**src/rtl/chm_pkg.sv**
```systemverilog
// Shared types and hash equations for the channel interleave hasher.
// Assumes the hash operand is the zero-filled high address bits, HASH_W wide.
package chm_pkg;

    typedef enum logic [1:0] {
        MAP_LINEAR = 2'd0,
        MAP_XOR    = 2'd1,
        MAP_POLY   = 2'd2,
        MAP_RSVD   = 2'd3
    } map_mode_e;

    localparam int HASH_W = 19;

    // Channel bits for the narrow polynomial (32x1 uses all five, 16x2 the low four).
    function automatic logic [4:0] poly_chan_lo(input logic [HASH_W-1:0] a, input logic [4:0] c);
        logic [4:0] r;
        r[0] = c[0] ^ a[0] ^ a[3] ^ a[5] ^ a[6] ^ a[9] ^ a[10] ^ a[11] ^ a[12] ^ a[13];
        r[1] = c[1] ^ a[1] ^ a[4] ^ a[6] ^ a[7] ^ a[10] ^ a[11] ^ a[12] ^ a[13] ^ a[14];
        r[2] = c[2] ^ a[0] ^ a[2] ^ a[3] ^ a[6] ^ a[7] ^ a[8] ^ a[9] ^ a[10] ^ a[14];
        r[3] = c[3] ^ a[1] ^ a[3] ^ a[4] ^ a[7] ^ a[8] ^ a[9] ^ a[10] ^ a[11];
        r[4] = c[4] ^ a[2] ^ a[4] ^ a[5] ^ a[8] ^ a[9] ^ a[10] ^ a[11] ^ a[12];
        return r;
    endfunction

    // Sub-partition bit for the 16x2 shape.
    function automatic logic poly_sub_lo(input logic [HASH_W-1:0] a, input logic b);
        return b ^ a[2] ^ a[4] ^ a[5] ^ a[8] ^ a[9] ^ a[10] ^ a[11] ^ a[12];
    endfunction

    // Channel bits for the wide polynomial used by the 32x2 shape.
    function automatic logic [4:0] poly_chan_hi(input logic [HASH_W-1:0] a, input logic [4:0] c);
        logic [4:0] r;
        r[0] = c[0] ^ a[0] ^ a[5] ^ a[6] ^ a[10] ^ a[12] ^ a[15] ^ a[16] ^ a[17] ^ a[18];
        r[1] = c[1] ^ a[0] ^ a[1] ^ a[5] ^ a[7] ^ a[10] ^ a[11] ^ a[12] ^ a[13] ^ a[15];
        r[2] = c[2] ^ a[1] ^ a[2] ^ a[6] ^ a[8] ^ a[11] ^ a[12] ^ a[13] ^ a[14] ^ a[16];
        r[3] = c[3] ^ a[2] ^ a[3] ^ a[7] ^ a[9] ^ a[12] ^ a[13] ^ a[14] ^ a[15] ^ a[17];
        r[4] = c[4] ^ a[3] ^ a[4] ^ a[8] ^ a[10] ^ a[13] ^ a[14] ^ a[15] ^ a[16] ^ a[18];
        return r;
    endfunction

    // Sub-partition bit for the 32x2 shape.
    function automatic logic poly_sub_hi(input logic [HASH_W-1:0] a, input logic b);
        return b ^ a[4] ^ a[5] ^ a[9] ^ a[11] ^ a[14] ^ a[15] ^ a[16] ^ a[17];
    endfunction

endpackage

```
**src/rtl/chm_field_split.sv**
```systemverilog
// Splits an address into the linear sub-partition field, the linear channel
// field above it, and the zero-filled high bits above both.
// Assumes CH_BASE >= 1 and CH_BASE + CH_W + SUB_W < ADDR_W.
module chm_field_split #(
    parameter int ADDR_W  = 40,
    parameter int CH_BASE = 8,
    parameter int CH_W    = 5,
    parameter int SUB_W   = 1,
    parameter int SUBX    = 1
) (
    input  logic [ADDR_W-1:0] addr,
    output logic [CH_W-1:0]   lin_chan,
    output logic [SUBX-1:0]   lin_sub,
    output logic [ADDR_W-1:0] high
);
    localparam int SHIFT = CH_BASE + CH_W + SUB_W;

    // Byte offset bits below the channel field do not take part in the mapping.
    logic unused_low;
    assign unused_low = ^addr[CH_BASE-1:0];

    // Channel field sits directly above the sub-partition field.
    assign lin_chan = addr[CH_BASE+SUB_W +: CH_W];
    assign high     = addr >> SHIFT;

    // The sub-partition field exists only when there is more than one sub-partition.
    generate
        if (SUB_W > 0) begin : g_sub
            assign lin_sub = addr[CH_BASE +: SUB_W];
        end else begin : g_nosub
            assign lin_sub = '0;
        end
    endgenerate
endmodule

```
**src/rtl/chm_chan_hash.sv**
```systemverilog
// Picks the channel and sub-partition bits for the selected mode. The
// polynomial variant is chosen at elaboration from the channel/sub-partition
// shape; shapes without tap sets flag an error and fall back to linear.
module chm_chan_hash
    import chm_pkg::*;
#(
    parameter int NUM_CH     = 32,
    parameter int SUB_PER_CH = 2,
    parameter int CH_W       = 5,
    parameter int SUBX       = 1
) (
    input  map_mode_e         mode,
    input  logic [CH_W-1:0]   lin_chan,
    input  logic [SUBX-1:0]   lin_sub,
    input  logic [HASH_W-1:0] a,
    output logic [CH_W-1:0]   chan,
    output logic [SUBX-1:0]   sub,
    output logic              err
);
    localparam bit SHAPE_32_1 = (NUM_CH == 32) && (SUB_PER_CH == 1);
    localparam bit SHAPE_16_2 = (NUM_CH == 16) && (SUB_PER_CH == 2);
    localparam bit SHAPE_32_2 = (NUM_CH == 32) && (SUB_PER_CH == 2);

    logic [CH_W-1:0] poly_chan;
    logic [SUBX-1:0] poly_sub;
    logic            poly_ok;
    logic [4:0]      poly_tmp;

    // Select the tap-set family that matches the configured shape.
    generate
        if (SHAPE_32_1) begin : g_p32x1
            assign poly_tmp  = poly_chan_lo(a, 5'(lin_chan));
            assign poly_chan = poly_tmp[CH_W-1:0];
            assign poly_sub  = lin_sub;
            assign poly_ok   = 1'b1;
        end else if (SHAPE_16_2) begin : g_p16x2
            assign poly_tmp  = poly_chan_lo(a, 5'(lin_chan));
            assign poly_chan = poly_tmp[CH_W-1:0];
            assign poly_sub  = SUBX'(poly_sub_lo(a, lin_sub[0]));
            assign poly_ok   = 1'b1;
        end else if (SHAPE_32_2) begin : g_p32x2
            assign poly_tmp  = poly_chan_hi(a, 5'(lin_chan));
            assign poly_chan = poly_tmp[CH_W-1:0];
            assign poly_sub  = SUBX'(poly_sub_hi(a, lin_sub[0]));
            assign poly_ok   = 1'b1;
        end else begin : g_pnone
            assign poly_tmp  = '0;
            assign poly_chan = lin_chan;
            assign poly_sub  = lin_sub;
            assign poly_ok   = 1'b0;
        end
    endgenerate

    // Mode multiplexer; illegal selections map linearly and raise err.
    always_comb begin
        chan = lin_chan;
        sub  = lin_sub;
        err  = 1'b0;
        unique case (mode)
            MAP_LINEAR: ;
            MAP_XOR:    chan = lin_chan ^ a[CH_W-1:0];
            MAP_POLY: begin
                chan = poly_chan;
                sub  = poly_sub;
                err  = !poly_ok;
            end
            default:    err = 1'b1;
        endcase
    end
endmodule

```
**src/rtl/chm_out_stage.sv**
```systemverilog
// One register stage with valid/ready flow control. A result is held while
// the consumer stalls; ready to the producer passes through combinationally.
module chm_out_stage #(
    parameter int DW = 8
) (
    input  logic          clk,
    input  logic          rst_n,
    input  logic          in_valid,
    output logic          in_ready,
    input  logic [DW-1:0] in_data,
    output logic          out_valid,
    input  logic          out_ready,
    output logic [DW-1:0] out_data
);
    // Stage is free when empty or when its content leaves this cycle.
    assign in_ready = !out_valid || out_ready;

    // Valid flag follows the producer whenever the stage is free.
    always_ff @(posedge clk) begin
        if (!rst_n) begin
            out_valid <= 1'b0;
        end else if (in_ready) begin
            out_valid <= in_valid;
        end
    end

    // Capture payload only on an accepted request.
    always_ff @(posedge clk) begin
        if (!rst_n) begin
            out_data <= '0;
        end else if (in_valid && in_ready) begin
            out_data <= in_data;
        end
    end


    hold_stable_chk: assert property (@(posedge clk) disable iff (!rst_n)
        (out_valid && !out_ready) |=> (out_valid && $stable(out_data)));


    accept_valid_chk: assert property (@(posedge clk) disable iff (!rst_n)
        (in_valid && in_ready) |=> out_valid);


    idle_drop_chk: assert property (@(posedge clk) disable iff (!rst_n)
        (!in_valid && out_ready) |=> !out_valid);
endmodule

```
**src/rtl/chan_hash_map.sv**
```systemverilog
// Top of the channel interleave hasher: splits the address, hashes the
// channel/sub-partition bits per mode and registers the result.
// Assumes NUM_CH and SUB_PER_CH are powers of two, NUM_CH >= 2, and
// ADDR_W >= HASH_W so the hash operand is fully available.
module chan_hash_map
    import chm_pkg::*;
#(
    parameter int ADDR_W     = 40,
    parameter int CH_BASE    = 8,
    parameter int NUM_CH     = 32,
    parameter int SUB_PER_CH = 2,
    localparam int CH_W      = $clog2(NUM_CH),
    localparam int SUB_W     = $clog2(SUB_PER_CH),
    localparam int GID_W     = CH_W + SUB_W
) (
    input  logic              clk,
    input  logic              rst_n,
    input  logic              in_valid,
    output logic              in_ready,
    input  logic [ADDR_W-1:0] in_addr,
    input  logic [1:0]        in_mode,
    output logic              out_valid,
    input  logic              out_ready,
    output logic [CH_W-1:0]   out_chan,
    output logic [GID_W-1:0]  out_gid,
    output logic [ADDR_W-1:0] out_high,
    output logic              out_err
);
    localparam int SUBX = (SUB_W > 0) ? SUB_W : 1;
    localparam int DW   = 1 + ADDR_W + GID_W + CH_W;

    logic [CH_W-1:0]   lin_chan, h_chan;
    logic [SUBX-1:0]   lin_sub, h_sub;
    logic [ADDR_W-1:0] high;
    logic [GID_W-1:0]  gid;
    logic              h_err;
    logic [DW-1:0]     stage_out;

    chm_field_split #(
        .ADDR_W(ADDR_W), .CH_BASE(CH_BASE), .CH_W(CH_W), .SUB_W(SUB_W), .SUBX(SUBX)
    ) u_split (
        .addr(in_addr), .lin_chan(lin_chan), .lin_sub(lin_sub), .high(high)
    );

    chm_chan_hash #(
        .NUM_CH(NUM_CH), .SUB_PER_CH(SUB_PER_CH), .CH_W(CH_W), .SUBX(SUBX)
    ) u_hash (
        .mode(map_mode_e'(in_mode)), .lin_chan(lin_chan), .lin_sub(lin_sub),
        .a(high[HASH_W-1:0]), .chan(h_chan), .sub(h_sub), .err(h_err)
    );

    // Global id = channel * sub-partitions + local sub-partition.
    generate
        if (SUB_W > 0) begin : g_gid
            assign gid = {h_chan, h_sub[SUB_W-1:0]};
        end else begin : g_gid1
            logic unused_sub;
            assign unused_sub = ^h_sub;
            assign gid = h_chan;
        end
    endgenerate

    chm_out_stage #(.DW(DW)) u_stage (
        .clk(clk), .rst_n(rst_n),
        .in_valid(in_valid), .in_ready(in_ready),
        .in_data({h_err, high, gid, h_chan}),
        .out_valid(out_valid), .out_ready(out_ready),
        .out_data(stage_out)
    );

    assign {out_err, out_high, out_gid, out_chan} = stage_out;


    linear_pass_chk: assert property (@(posedge clk) disable iff (!rst_n)
        (in_valid && in_ready && in_mode == 2'd0)
        |=> (out_chan == $past(in_addr[CH_BASE+SUB_W +: CH_W])));


    xor_no_err_chk: assert property (@(posedge clk) disable iff (!rst_n)
        (in_valid && in_ready && in_mode == 2'd1) |=> !out_err);
endmodule

```
**config.mk**
```make
export PLATFORM = sky130hd
export DESIGN_NAME = chan_hash_map
export DESIGN_NICKNAME = d
export VERILOG_FILES = /design/src/rtl/chm_pkg.sv /design/src/rtl/chm_field_split.sv /design/src/rtl/chm_chan_hash.sv /design/src/rtl/chm_out_stage.sv /design/src/rtl/chan_hash_map.sv
export SDC_FILE = /design/constraint.sdc
export NUM_CORES = 1
export LEC_CHECK = 0
export BUFFER_PORTS_ARGS = -buffer_cell sky130_fd_sc_hd__clkbuf_2
export CAP_MARGIN = 20
export CELL_PAD_IN_SITES_DETAIL_PLACEMENT = 0
export CELL_PAD_IN_SITES_GLOBAL_PLACEMENT = 1
export CORE_ASPECT_RATIO = 1.4
export CORE_MARGIN = 4
export CORE_UTILIZATION = 34
export DETAILED_ROUTE_END_ITERATION = 8
export GPL_TIMING_DRIVEN = 0
export PLACE_DENSITY = 0.95
export SYNTH_ARGS = -nofsm -noshare
export SYNTH_HDL_FRONTEND = slang
export SYNTH_SLANG_ARGS = --single-unit
```
**constraint.sdc**
```tcl
create_clock -name clk -period 2.9 [get_ports clk]
set_input_delay 0.29 -clock clk [delete_from_list [all_inputs] [get_ports clk]]
set_output_delay 0.29 -clock clk [all_outputs]
set_load 0.03 [all_outputs]
```
# == Word level (Yosys, flattened, before mapping) ==
# Index checks and enable logic that the tools add are counted.
# totals
reg_bits,39
latch_bits,0
mem_bits_rw,0
romBits,0
memories,0
# op_classes
add_sub_neg,0
multipliers,0
div,0
n_lt_le_gt_ge,0
n_eq_ne,2
shift,0
muxes,3
bitwise_logic,54
reduce_logical,5
# ops
op,n
$xor A1 B1 Y1,53
$pmux W5 S2,1
$xor A5 B5 Y5,1
$reduce_or A3 Y1,1
$eq A2 B1 Y1 const B,1
$eq A2 B2 Y1 const B,1
$logic_not A2 Y1,1
$mux W1,2
$logic_and A1 B1 Y1,1
$logic_not A1 Y1,1
$logic_or A1 B1 Y1,1

# == Logic depth before layout (Yosys ltp) ==
# depth
ltp_word,10
depth_mapped,6

# == By module ==
# A second synthesis with hierarchy kept.
# unflattened
hier_cells,339
area_unflattened_um2,3123.0
# modules_own_cells
mod,instances,cells_per_inst,area_each_um2,seq_area_each_um2
chm_out_stage,1,231,2179.6,1061.0
chm_chan_hash,1,61,594.3,0.0
chm_field_split,1,47,349.1,0.0

# == Worst setup path before layout ==
# Ideal clock, no wire load.
# synth_path
path_type,register to register
startpoint,register u_stage.out_valid
endpoint,register u_stage.out_data[26]
setup_ps,76
arrival_time_ps,1633
t_required_ps,2824
path_slack_ps,1191
stages_incl_launch_ff,7
synth_period_minus_slack_ps,1709
path_cell_list,dfxtp_1 nand2b_1 nand2_1 clkbuf_1 buf_2 nand2_1 a21boi_0
# synth_between
elab_chain_cells,3
# synth_lines
item,line,source
from (decl),chm_out_stage.sv:11,"output logic out_valid,"
from (signal assigned),chm_out_stage.sv:23,out_valid <= in_valid;
$logic_not A1 Y1,chm_out_stage.sv:16,assign in_ready = !out_valid || out_ready;
$logic_or A1 B1 Y1,chm_out_stage.sv:16,
via in_ready,chan_hash_map.sv:19,"output logic in_ready,"
$logic_and A1 B1 Y1,chm_out_stage.sv:31,end else if (in_valid && in_ready) begin
to (signal assigned),chm_out_stage.sv:32,out_data <= in_data;
to (decl),chm_out_stage.sv:13,output logic [DW-1:0] out_data
# The timed path passes the listed nets, and every way through them passes these cells.
# A chain may end at the register's enable or synchronous reset.

# == Worst setup path in the final report ==
# layout_path
startpoint,register u_stage.out_valid
endpoint,register u_stage.out_data[30]
# layout_between
elab_chain_cells,3
# layout_lines
item,line
$logic_not A1 Y1,chm_out_stage.sv:16
$logic_or A1 B1 Y1,chm_out_stage.sv:16
$logic_and A1 B1 Y1,chm_out_stage.sv:31
# Every way passes these cells.

==> results.md <==
- Clock Power Share: 28.0%
- Inserted Clock Buffers: 5
- Max stage delay on crit path: 0.41 ns
- Die area: 6980 sq um
- Setup_tns: 0 ns
- FMAX: 641 MHz
- Post-synth top area share: 35.2%
- Comb pwr share: 32.8%
- Tightest Pin Transition: 0.503 ns
- Slew Viols, Final: 0
- Yosys reg bits: 34
- First-pass GRT wire length: 8020 microns
- Number of synthesized flops with an enable pin: 0
- Seq/Total Area, Yosys: 35.2%
- Slowest CP cell: clkbuf_1
- GRT Total Usage: 14.5%
- Worst Hold Class: input port to flip-flop
- Initial antenna violation count: 0
- CTS root buf: clkbuf_8
- Core area: 5530 sq um
- Critical path type: flip-flop to flip-flop
- Most frequent cells in the layout: 77 x clkbuf_2, 60 x nand2_1, 34 x dfxtp_1, 28 x a21boi_0, 19 x buf_4
- Critical Path End Type: flip-flop
- Cell count after synthesis: 218
- Detailed-route via count: 1696
- Synthesis-to-finish area growth: 31.5%
- Seq pwr share: 39.3%
- Crit Path Max Fanout: 10
- Layout cell share with drive strength beyond 1: 34.2%
- Remaining DRCs: 0
- Max-cap violations: 0
- CTS tree: done
- Cts repair resizes: 0
- Max clock buf depth: 2
- Startpoint Class: flip-flop
- Insertion delay to the later sink of the worst-skew pair: 0.29 ns
- Post-Syn Area per Cell: 8.88 sq um
- Reg clk slew, reported paths: 0.07 ns
- WL final: 4910 microns
- RSZ-0062 raised after global routing: false
- Synthesis warning total: 0
- Power density cells: 515 nW/um^2
- Die width: 71.8 microns
- Top cells by area, synth: dfxtp_1 35%, nand2_1 12%, a21boi_0 11%
- Post-layout util: 46.1%
- WP data arrival: 1.77 ns
- Final ANT Viol Nets: 0
- Total setup buffers inserted after CTS: 0
- Setup Skew: 0.00459 ns
- VDD IR max: 0.273 mV
- GPL Wtd Cong: 0.804
- Ant diodes: 0
- # clock sinks: 34
- TritonRoute pass-1 iters: 4
- Vias in the first global route: 1720
- Top cell by count, worst path: nand2_1
- Yosys top cell by area: dfxtp_1
- Post-detail-place hpwl: 3980 microns
- Most common library cell in the layout ignoring fill and taps: clkbuf_2
- Switching share of power: 32.9%
- Initial DRC Count: 55
- Min Tclk post-route: 1.56 ns
- Unique cell type count in the Yosys netlist: 27
- # rows: 32
- Total global routing overflow: 0
- Vias/cell: 4.42
- Static Leak: 1.26 nW
- Final worst-path cycle share: 53.8%
- Synth Flop Type: dfxtp_1
- Crit-path cells: nand2b_1 -> nand2_1 -> clkbuf_1 -> buf_2 -> nand2_1 -> a21boi_0
- Buffers added on ports: 77
- Async set-reset flop share out of synthesis: 0%
- Htree depth: 2
- Cell family with most CP delay: buffers and inverters
- Final hold vios: 0
- Starting Density: 35.0%
- Die Height: 97.3 microns
- Slew HR: 66.5%
- Worst path buffer plus inverter count: 2
- Status: complete, no violations
- Pin count of the biggest net entering global routing: 11
- Final setup fails: 0
- Cts-stage hold buffer count: 0
- Num ports: 100
- DR WL/cell: 12.8 microns
- Netlist Area Pre-Place: 1940 sq um
- Critical Path RT: 3.11 ns
- Nets: 364
- P_sw: 0.432 mW
- Pint: 0.881 mW
-- per-stage QoR --
| stage | instance area, sq um | instances | worst slack [ns] | power, mW | hold slack (ns) |
|---|---|---|---|---|---|
| after global placement | 2450 | 376 | 1.21 | 0.952 | 0.451 |
| after floorplan | 1980 | 231 | 1.19 | 0.844 | 0.429 |
| after CTS | 2550 | 384 | 1.31 | 1.33 | 0.223 |
| after detailed placement | 2450 | 376 | 1.19 | 0.959 | 0.458 |
| after global routing | 2550 | 384 | 1.12 | 1.38 | 0.242 |
| final | 2550 | 384 | 1.34 | 1.31 | 0.226 |
-- worst min-delay path, delay by kind of cell --
family	cells	cell delay [ns]
and+or+nand+nor	1	0.04
buffers and inverters	1	0.08
AOI/OAI and AO/OA	1	0.06
-- synthesized netlist by cell type (all sizes together) (3+ instances only) --
cell type and n:
buf 23, xnor2 18, nand3b 4, inv 4, nand2b 5, xor2 7, o211ai 4, a21boi 28
xnor3 7, ha 3, clkbuf 6, dfxtp 34, a31oi 3, nand2 60
-- final cells by class --
| type | count | area, sq um |
|---|---|---|
| multi-input combinational | 164 | 1100 |
| clock buffer | 7 | 86.3 |
| clock inverter | 1 | 5.00 |
| buffer | 29 | 185 |
| sequential | 34 | 681 |
| tap | 68 | 85.1 |
| timing repair buffer | 77 | 385 |
| fill | 576 | 2980 |
| inverter | 4 | 15.0 |
-- path summary, 6_finish.rpt --
path | startpoint | to | slack, ns | cells after the start
max reg2reg | u_stage.out_valid | u_stage.out_data[30] | 1.34 | 6
max | u_stage.out_valid | u_stage.out_data[30] | 1.34 | 6
min reg2reg | u_stage.out_data[11] | u_stage.out_data[11] | 0.46 | 2
min | in_addr[39] | u_stage.out_data[36] | 0.23 | 3
-- sequential cells by signal (all words and copies together), names as in the netlist --
signal,flops
u_stage.out_data,33
u_stage.out_valid,1
-- power groups by stage --
stage                     combinational [mW]  clock [mW]  sequential [mW]
after global routing                   0.468       0.399            0.519
after floorplan                        0.259           0            0.585
after detailed placement               0.433           0            0.526
final                                  0.430       0.367            0.515
after CTS                              0.435       0.381            0.516
after global placement                 0.427           0            0.525
-- layer usage --
metal	share of wire (%)	track usage, %
met1	39	16.2
met2	52	25.4
met3	7.4	3.73
met4	1.8	5.93
met5	0	0
-- logic make-up after synthesis --
family / synth area share (%)
AO/OA/AOI/OAI: 15.1
XOR/XNOR: 21.1
adder cells (fa/ha/maj): 1.94
buffers and inverters: 10.3
flip-flops: 35.2
other: 0.194
AND/OR/NAND/NOR: 16.2
Power figures use the tool's default switching activity.
